### config.mk
export PLATFORM = sky130hd
export DESIGN_NAME = twiddle_oct_rom
export DESIGN_NICKNAME = d
export VERILOG_FILES = /design/src/rtl/twid_pkg.sv /design/src/rtl/twid_fold.sv /design/src/rtl/twid_octant_rom.sv /design/src/rtl/twid_unfold.sv /design/src/rtl/twiddle_oct_rom.sv
export SDC_FILE = /design/constraint.sdc
export NUM_CORES = 1
export LEC_CHECK = 0
export BUFFER_PORTS_ARGS = -buffer_cell sky130_fd_sc_hd__buf_2
export CORE_ASPECT_RATIO = 0.5
export CORE_UTILIZATION = 25
export CTS_BUF_LIST = sky130_fd_sc_hd__clkbuf_4 sky130_fd_sc_hd__clkbuf_8 sky130_fd_sc_hd__clkbuf_16
export CTS_CLUSTER_SIZE = 28
export DETAILED_ROUTE_END_ITERATION = 8
export GPL_ROUTABILITY_DRIVEN = 0
export PLACE_DENSITY = 0.39
export SLEW_MARGIN = 20
export SYNTH_ARGS = -nofsm -noshare
export SYNTH_HDL_FRONTEND = slang
export SYNTH_HIERARCHICAL = 1
export SYNTH_SLANG_ARGS = --single-unit
### constraint.sdc
create_clock -name clk_i -period 7.5 [get_ports clk_i]
set_clock_uncertainty 0.1 [all_clocks]
set_input_delay 0.75 -clock clk_i [delete_from_list [all_inputs] [get_ports clk_i]]
set_output_delay 0.75 -clock clk_i [all_outputs]
set_load 0.1 [all_outputs]
### src/rtl/twid_pkg.sv
package twid_pkg;
  localparam int unsigned TW_W    = 16;
  localparam int unsigned TW_FRAC = 14;
  localparam real         TW_PI   = 3.14159265358979323846;

  typedef logic signed [TW_W-1:0] tw_word_t;

  // Round to nearest integer, halves away from zero.
  function automatic int round_away(input real x);
    if (x >= 0.0) return $rtoi(x + 0.5);
    else          return -$rtoi(-x + 0.5);
  endfunction
endpackage

### src/rtl/twid_fold.sv
module twid_fold #(
  parameter int unsigned K = 8
) (
  input  logic [K-1:0] exp_i,
  output logic [2:0]   oct_o,
  output logic [K-3:0] idx_o
);
  localparam int unsigned LW = K - 3;
  localparam logic [K-3:0] Q = (K-2)'(1) << LW;

  logic [LW-1:0] low;

  always_comb begin
    oct_o = exp_i[K-1:K-3];
    low   = exp_i[LW-1:0];
    // odd octants run backwards through the stored octant
    if (oct_o[0]) idx_o = Q - {1'b0, low};
    else          idx_o = {1'b0, low};
  end
endmodule

### src/rtl/twid_octant_rom.sv
module twid_octant_rom
  import twid_pkg::*;
#(
  parameter int unsigned K = 8
) (
  input  logic         clk_i,
  input  logic         rst_ni,
  input  logic         en_i,
  input  logic [K-3:0] idx_i,
  output tw_word_t     cos_o,
  output tw_word_t     sin_o
);
  localparam int unsigned M = 1 << K;
  localparam int unsigned Q = M / 8;
  localparam real SCALE = real'(1 << TW_FRAC);

  tw_word_t cos_tab [Q+1];
  tw_word_t sin_tab [Q+1];
  tw_word_t cos_d, sin_d;

  for (genvar i = 0; i <= Q; i++) begin : g_tab
    localparam real ANG = 2.0 * TW_PI * real'(i) / real'(M);
    assign cos_tab[i] = TW_W'(round_away($cos(ANG) * SCALE));
    assign sin_tab[i] = TW_W'(round_away($sin(ANG) * SCALE));
  end

  always_comb begin
    cos_d = cos_o;
    sin_d = sin_o;
    if (en_i) begin
      cos_d = cos_tab[idx_i];
      sin_d = sin_tab[idx_i];
    end
  end

  always_ff @(posedge clk_i or negedge rst_ni) begin
    if (!rst_ni) begin
      cos_o <= '0;
      sin_o <= '0;
    end else begin
      cos_o <= cos_d;
      sin_o <= sin_d;
    end
  end
endmodule

### src/rtl/twid_unfold.sv
module twid_unfold
  import twid_pkg::*;
(
  input  logic [2:0] oct_i,
  input  tw_word_t   cos_i,
  input  tw_word_t   sin_i,
  output tw_word_t   re_o,
  output tw_word_t   im_o
);
  logic     swap, neg_re, neg_im;
  tw_word_t pa, pb;

  always_comb begin
    swap   = oct_i[0] ^ oct_i[1];   // octants 1,2,5,6
    neg_re = oct_i[2] ^ oct_i[1];   // octants 2..5 (left half plane)
    neg_im = ~oct_i[2];             // octants 0..3 (upper half, -sin)
    pa     = swap ? sin_i : cos_i;
    pb     = swap ? cos_i : sin_i;
    re_o   = neg_re ? -pa : pa;
    im_o   = neg_im ? -pb : pb;
  end
endmodule

### src/rtl/twiddle_oct_rom.sv
module twiddle_oct_rom
  import twid_pkg::*;
#(
  parameter int unsigned M = 256
) (
  input  logic                 clk_i,
  input  logic                 rst_ni,
  input  logic                 exp_vld_i,
  input  logic [$clog2(M)-1:0] exp_i,
  output logic                 tw_vld_o,
  output logic [TW_W-1:0]      tw_re_o,
  output logic [TW_W-1:0]      tw_im_o
);
  localparam int unsigned K = $clog2(M);
  localparam int ONE = 1 << TW_FRAC;

  logic [2:0]   oct_d, oct_q;
  logic [K-3:0] idx;
  logic         vld_q;
  tw_word_t     cos_q, sin_q, re_d, im_d, re_q, im_q;
  logic [2:0]   oct_nx;
  logic         vld_nx, out_vld_nx;
  tw_word_t     re_nx, im_nx;

  twid_fold #(.K(K)) fold_i (.exp_i(exp_i), .oct_o(oct_d), .idx_o(idx));

  twid_octant_rom #(.K(K)) rom_i (
    .clk_i(clk_i), .rst_ni(rst_ni), .en_i(exp_vld_i),
    .idx_i(idx), .cos_o(cos_q), .sin_o(sin_q)
  );

  twid_unfold unfold_i (
    .oct_i(oct_q), .cos_i(cos_q), .sin_i(sin_q), .re_o(re_d), .im_o(im_d)
  );

  // next-state
  always_comb begin
    vld_nx     = exp_vld_i;
    oct_nx     = exp_vld_i ? oct_d : oct_q;
    out_vld_nx = vld_q;
    re_nx      = vld_q ? re_d : re_q;
    im_nx      = vld_q ? im_d : im_q;
  end

  // registers
  always_ff @(posedge clk_i or negedge rst_ni) begin
    if (!rst_ni) begin
      vld_q    <= 1'b0;
      oct_q    <= '0;
      tw_vld_o <= 1'b0;
      re_q     <= '0;
      im_q     <= '0;
    end else begin
      vld_q    <= vld_nx;
      oct_q    <= oct_nx;
      tw_vld_o <= out_vld_nx;
      re_q     <= re_nx;
      im_q     <= im_nx;
    end
  end

  assign tw_re_o = re_q;
  assign tw_im_o = im_q;

  a_r5_latency: assert property (@(posedge clk_i) disable iff (!rst_ni)
    tw_vld_o == $past(exp_vld_i, 2));

  a_r6_hold: assert property (@(posedge clk_i) disable iff (!rst_ni)
    !$past(exp_vld_i, 2) |-> ($stable(tw_re_o) && $stable(tw_im_o)));

  a_r4_no_overflow: assert property (@(posedge clk_i) disable iff (!rst_ni)
    tw_vld_o |-> ($signed(tw_re_o) <= ONE && $signed(tw_re_o) >= -ONE &&
                  $signed(tw_im_o) <= ONE && $signed(tw_im_o) >= -ONE));

  a_r2_unit_at_zero: assert property (@(posedge clk_i) disable iff (!rst_ni)
    ($past(exp_vld_i, 2) && $past(exp_i, 2) == '0) |->
      ($signed(tw_re_o) == ONE && tw_im_o == '0));
endmodule

==> run_results.csv <==
group,metric,value,unit
worst_setup_path,setup.worst_path.start_class,"primary input",
worst_setup_path,crit_family,"adder cells",
synthesis,yosys-top-cells-count,"66 x dfrtp_1, 52 x nor2_1, 43 x a21oi_1, 39 x nand2_1, 30 x mux2_4",
worst_setup_path,end_kind,"flop",
synthesis,syn-instance-count,583,
final_layout,drive_above_1_share,21.0,%
clock_tree,cts-buffers-inserted,9,
pwr,combPwrFrac,54.3,%
grt,grt_pass1_vias,4337,
synthesis,syn_area_per_cell,9.16,um2
clock_tree,cts_hold_buf,0,
clock_tree,post_cts_resized,0,
pwr,seqPwrFrac,25.0,%
sta,finalSetupTns,0,ps
sta,rsz0062_at_grt,"no",
floorplan,die-area,0.0220,mm2
floorplan,num_rows,37,
pwr,p_int,0.00110,W
clock_tree,cts_tree,"done",
pwr,power.density,382,mW/mm2
sta,min_period_over_period,42.2,%
final_layout,fin_area,0.00602,mm2
clock_tree,clk_pin_slew,50,ps
final_layout,multi_input_area,0.00335,mm2
min_path,min_path_type,"flop to flop",
grt,grt_usage,15.6,%
placement,hpwl,11.5,mm
clock_tree,htree_levels,3,
clock_tree,clock_path_buffers,2,
pwr,power_frac_clock,20.7,%
worst_setup_path,cpPeakStageDelay,530,ps
clock_tree,post-cts-setup-buffers,0,
final_layout,fillers,2200,
sta,maxSlewHeadroom,41.6,%
final_layout,diodes,0,
synthesis,synth_seq_cells,66,
final_layout,final_nets,628,
routing,wl_per_cell,18.7,um
sta,worst_slew_pin_slew,875,ps
routing,vias_per_cell,5.09,
synthesis,synthArstFlopShare,100,%
synthesis,syn-cell-area,0.00534,mm2
synthesis,synth_enable_flop_cells,0,
outcome,outcome,"complete, no violations",
floorplan,core,0.0207,mm2
routing,drc_errors,0,
final_layout,regArea,0.00165,mm2
synthesis,synth_cell_type_count,75,
final_layout,syn_to_final_growth,12.7,%
sta,period_needed,3160,ps
routing,drt_iter0_markers,386,
placement,postPlaceCellArea,0.00570,mm2
pwr,p_sw,0.00120,W
synthesis,synth_top_area_cell,"dfrtp_1",
synthesis,yosys_warnings,6,
placement,io_buffers,43,
floorplan,ioPinCount,44,
floorplan,die_w,209,um
floorplan,die_y,105,um
worst_setup_path,cp_num_buf_inv,4,
grt,antenna_found_initial,0,
sta,setup_viol,0,
routing,first_pass_iters,7,
grt,grt_first_pass_wirelength,26.6,mm
job,cap_violations,0,
pwr,sw_frac_of_total,52.1,%
grt,grt_max_degree,67,
grt,grt.overflow.total,0,
routing,wl,16.5,mm
pwr,irDropWorstVdd,178,uV
clock_tree,cts-root-buf,"clkbuf_16",
routing,num_vias,4489,
floorplan,initial_utilization,25.8,%
worst_setup_path,path_max_fanout,18,
worst_setup_path,worstSetupPathType,"primary input to flop",
synthesis,synth_area_leaders,"dfrtp_1 31%, mux2_4 8.4%, mux2i_1 5.4%",
pwr,cellLeakagePower,2.50,nW
sta,fmaxAchievable,316,MHz
clock_tree,cts.sinks,66,
synthesis,synth-main-ff-cell,"dfrtp_1",
sta,maxSlewViolCount,0,
routing,antenna_left,0,
worst_setup_path,cp_data_required_time,7610,ps
worst_setup_path,slowest_stage,"ha_1",
synthesis,yosysMostFrequentCell,"dfrtp_1",
sta,finalHoldViolCount,0,
synthesis,synth_top_area_share,30.9,%
clock_tree,clock_latency,340,ps
synthesis,seq_area_frac_synth,30.9,%
worst_setup_path,crit_chain,"buf_2 -> inv_1 -> ha_1 -> nand2_1 -> o21ai_1 -> buf_4 -> inv_1 -> ha_1 -> nand2_1 -> nand3b_1 -> o31ai_1 -> a221o_1",
worst_setup_path,crit_arrival,3270,ps
==> final cells by class <==
class                           instances  area share [%]
Inverter                               16           0.997
Multi-Input combinational cell        457            55.6
Sequential cell                        66            27.4
Clock inverter                          5            1.29
Tap cell                              273            5.67
Timing Repair Buffer                   54            4.94
Clock buffer                           11            4.09
==> registers in the layout, summed over array words and instances, names as in the netlist <==
register and count:
tw_im_o 16, tw_re_o 16, rom_i/cos_o 15, rom_i/sin_o 14, oct_q 3, out_vld_nx 1
tw_vld_o 1
==> kinds of logic (layout without fill, tap and decap cells) <==
kind of cell             after synthesis  in the layout  share of synthesized area [%]
other                                  1              3                         0.0702
AO/OA/AOI/OAI                        151            151                           18.8
flip-flops                            66             66                           30.9
buffers and inverters                 62             86                           7.35
multiplexers                          67             67                           15.8
AND/OR/NAND/NOR                      182            182                           17.3
adder cells (fa/ha/maj)               14             14                           3.23
XOR/XNOR                              40             40                           6.56
==> routing by layer <==
layer	routed length (um)	track usage, %	vias to the layer above	share of wire [%]
li1	-	-	2163	-
met1	8950	24.4	2187	54
met2	6670	21.4	126	40
met3	768	3.16	13	4.6
met4	134	3.41	0	0.81
met5	0	0	-	0
==> path summary, 6_finish.rpt <==
kind / depth (start not counted) / endpoint / slack, ps / startpoint
worst max-delay path: 12 / rom_i/cos_o[4]$_DFFE_PN0P_ / 4340 / exp_i[0]
worst min-delay path: 1 / tw_im_o[3]$_DFFE_PN0P_ / 400 / tw_im_o[3]$_DFFE_PN0P_
worst max register to register: 9 / tw_re_o[10]$_DFFE_PN0P_ / 4610 / oct_q[1]$_DFFE_PN0P_
worst min register to register: 1 / tw_im_o[3]$_DFFE_PN0P_ / 400 / tw_im_o[3]$_DFFE_PN0P_
max in group asynchronous: 2 / out_vld_nx$_DFF_PN0_ / 6190 / rst_ni
min in group asynchronous: 2 / oct_q[1]$_DFFE_PN0P_ / 510 / rst_ni
==> through the flow <==
stage / total power, W / hold WS, ps / instances / utilization [%] / setup slack (ps)
CTS: 0.00231 / 410 / 882 / 29.0 / 4360
global placement: 0.00183 / 389 / 866 / 27.5 / 3930
global route: 0.00241 / 425 / 882 / 29.0 / 4120
detailed placement: 0.00183 / 386 / 866 / 27.5 / 4000
finish: 0.00230 / 404 / 882 / 29.0 / 4340
floorplan: 0.00159 / 274 / 585 / - / 4550
==> cell usage in the layout, fill, tap and decap left out, types with 3 or more instances in the layout <==
| cell type | count |
|---|---|
| xor2_1 | 10 |
| o2bb2ai_1 | 4 |
| inv_1 | 14 |
| o21ai_1 | 7 |
| nor2_1 | 52 |
| o221ai_1 | 3 |
| buf_2 | 43 |
| xnor2_2 | 3 |
| o21ai_0 | 26 |
| nand2b_1 | 13 |
| o32ai_1 | 5 |
| mux2_4 | 30 |
| mux2i_1 | 29 |
| clkbuf_16 | 9 |
| xnor2_1 | 26 |
| ha_1 | 13 |
| buf_4 | 11 |
| nor2b_1 | 16 |
| mux2_2 | 7 |
| o31ai_1 | 8 |
| and2_1 | 5 |
| nor4_1 | 5 |
| conb_1 | 3 |
| or3_1 | 6 |
| o22ai_1 | 3 |
| nor3_1 | 13 |
| o211ai_1 | 4 |
| a221o_1 | 4 |
| a31oi_1 | 5 |
| a22o_1 | 3 |
| or2_2 | 5 |
| nand2_1 | 39 |
| nor3b_1 | 3 |
| dfrtp_1 | 65 |
| a211oi_1 | 7 |
| nand4_1 | 4 |
| a21oi_1 | 43 |
| nand3_1 | 8 |
==> power groups by stage <==
stage	Sequential [W]	Clock (W)	Combinational, W
global route	0.000594	0.000501	0.00132
global placement	0.000580	0	0.00125
CTS	0.000576	0.000484	0.00125
finish	0.000575	0.000475	0.00125
floorplan	0.00112	0	0.000477
detailed placement	0.000580	0	0.00125
Power figures use the tool's default switching activity.
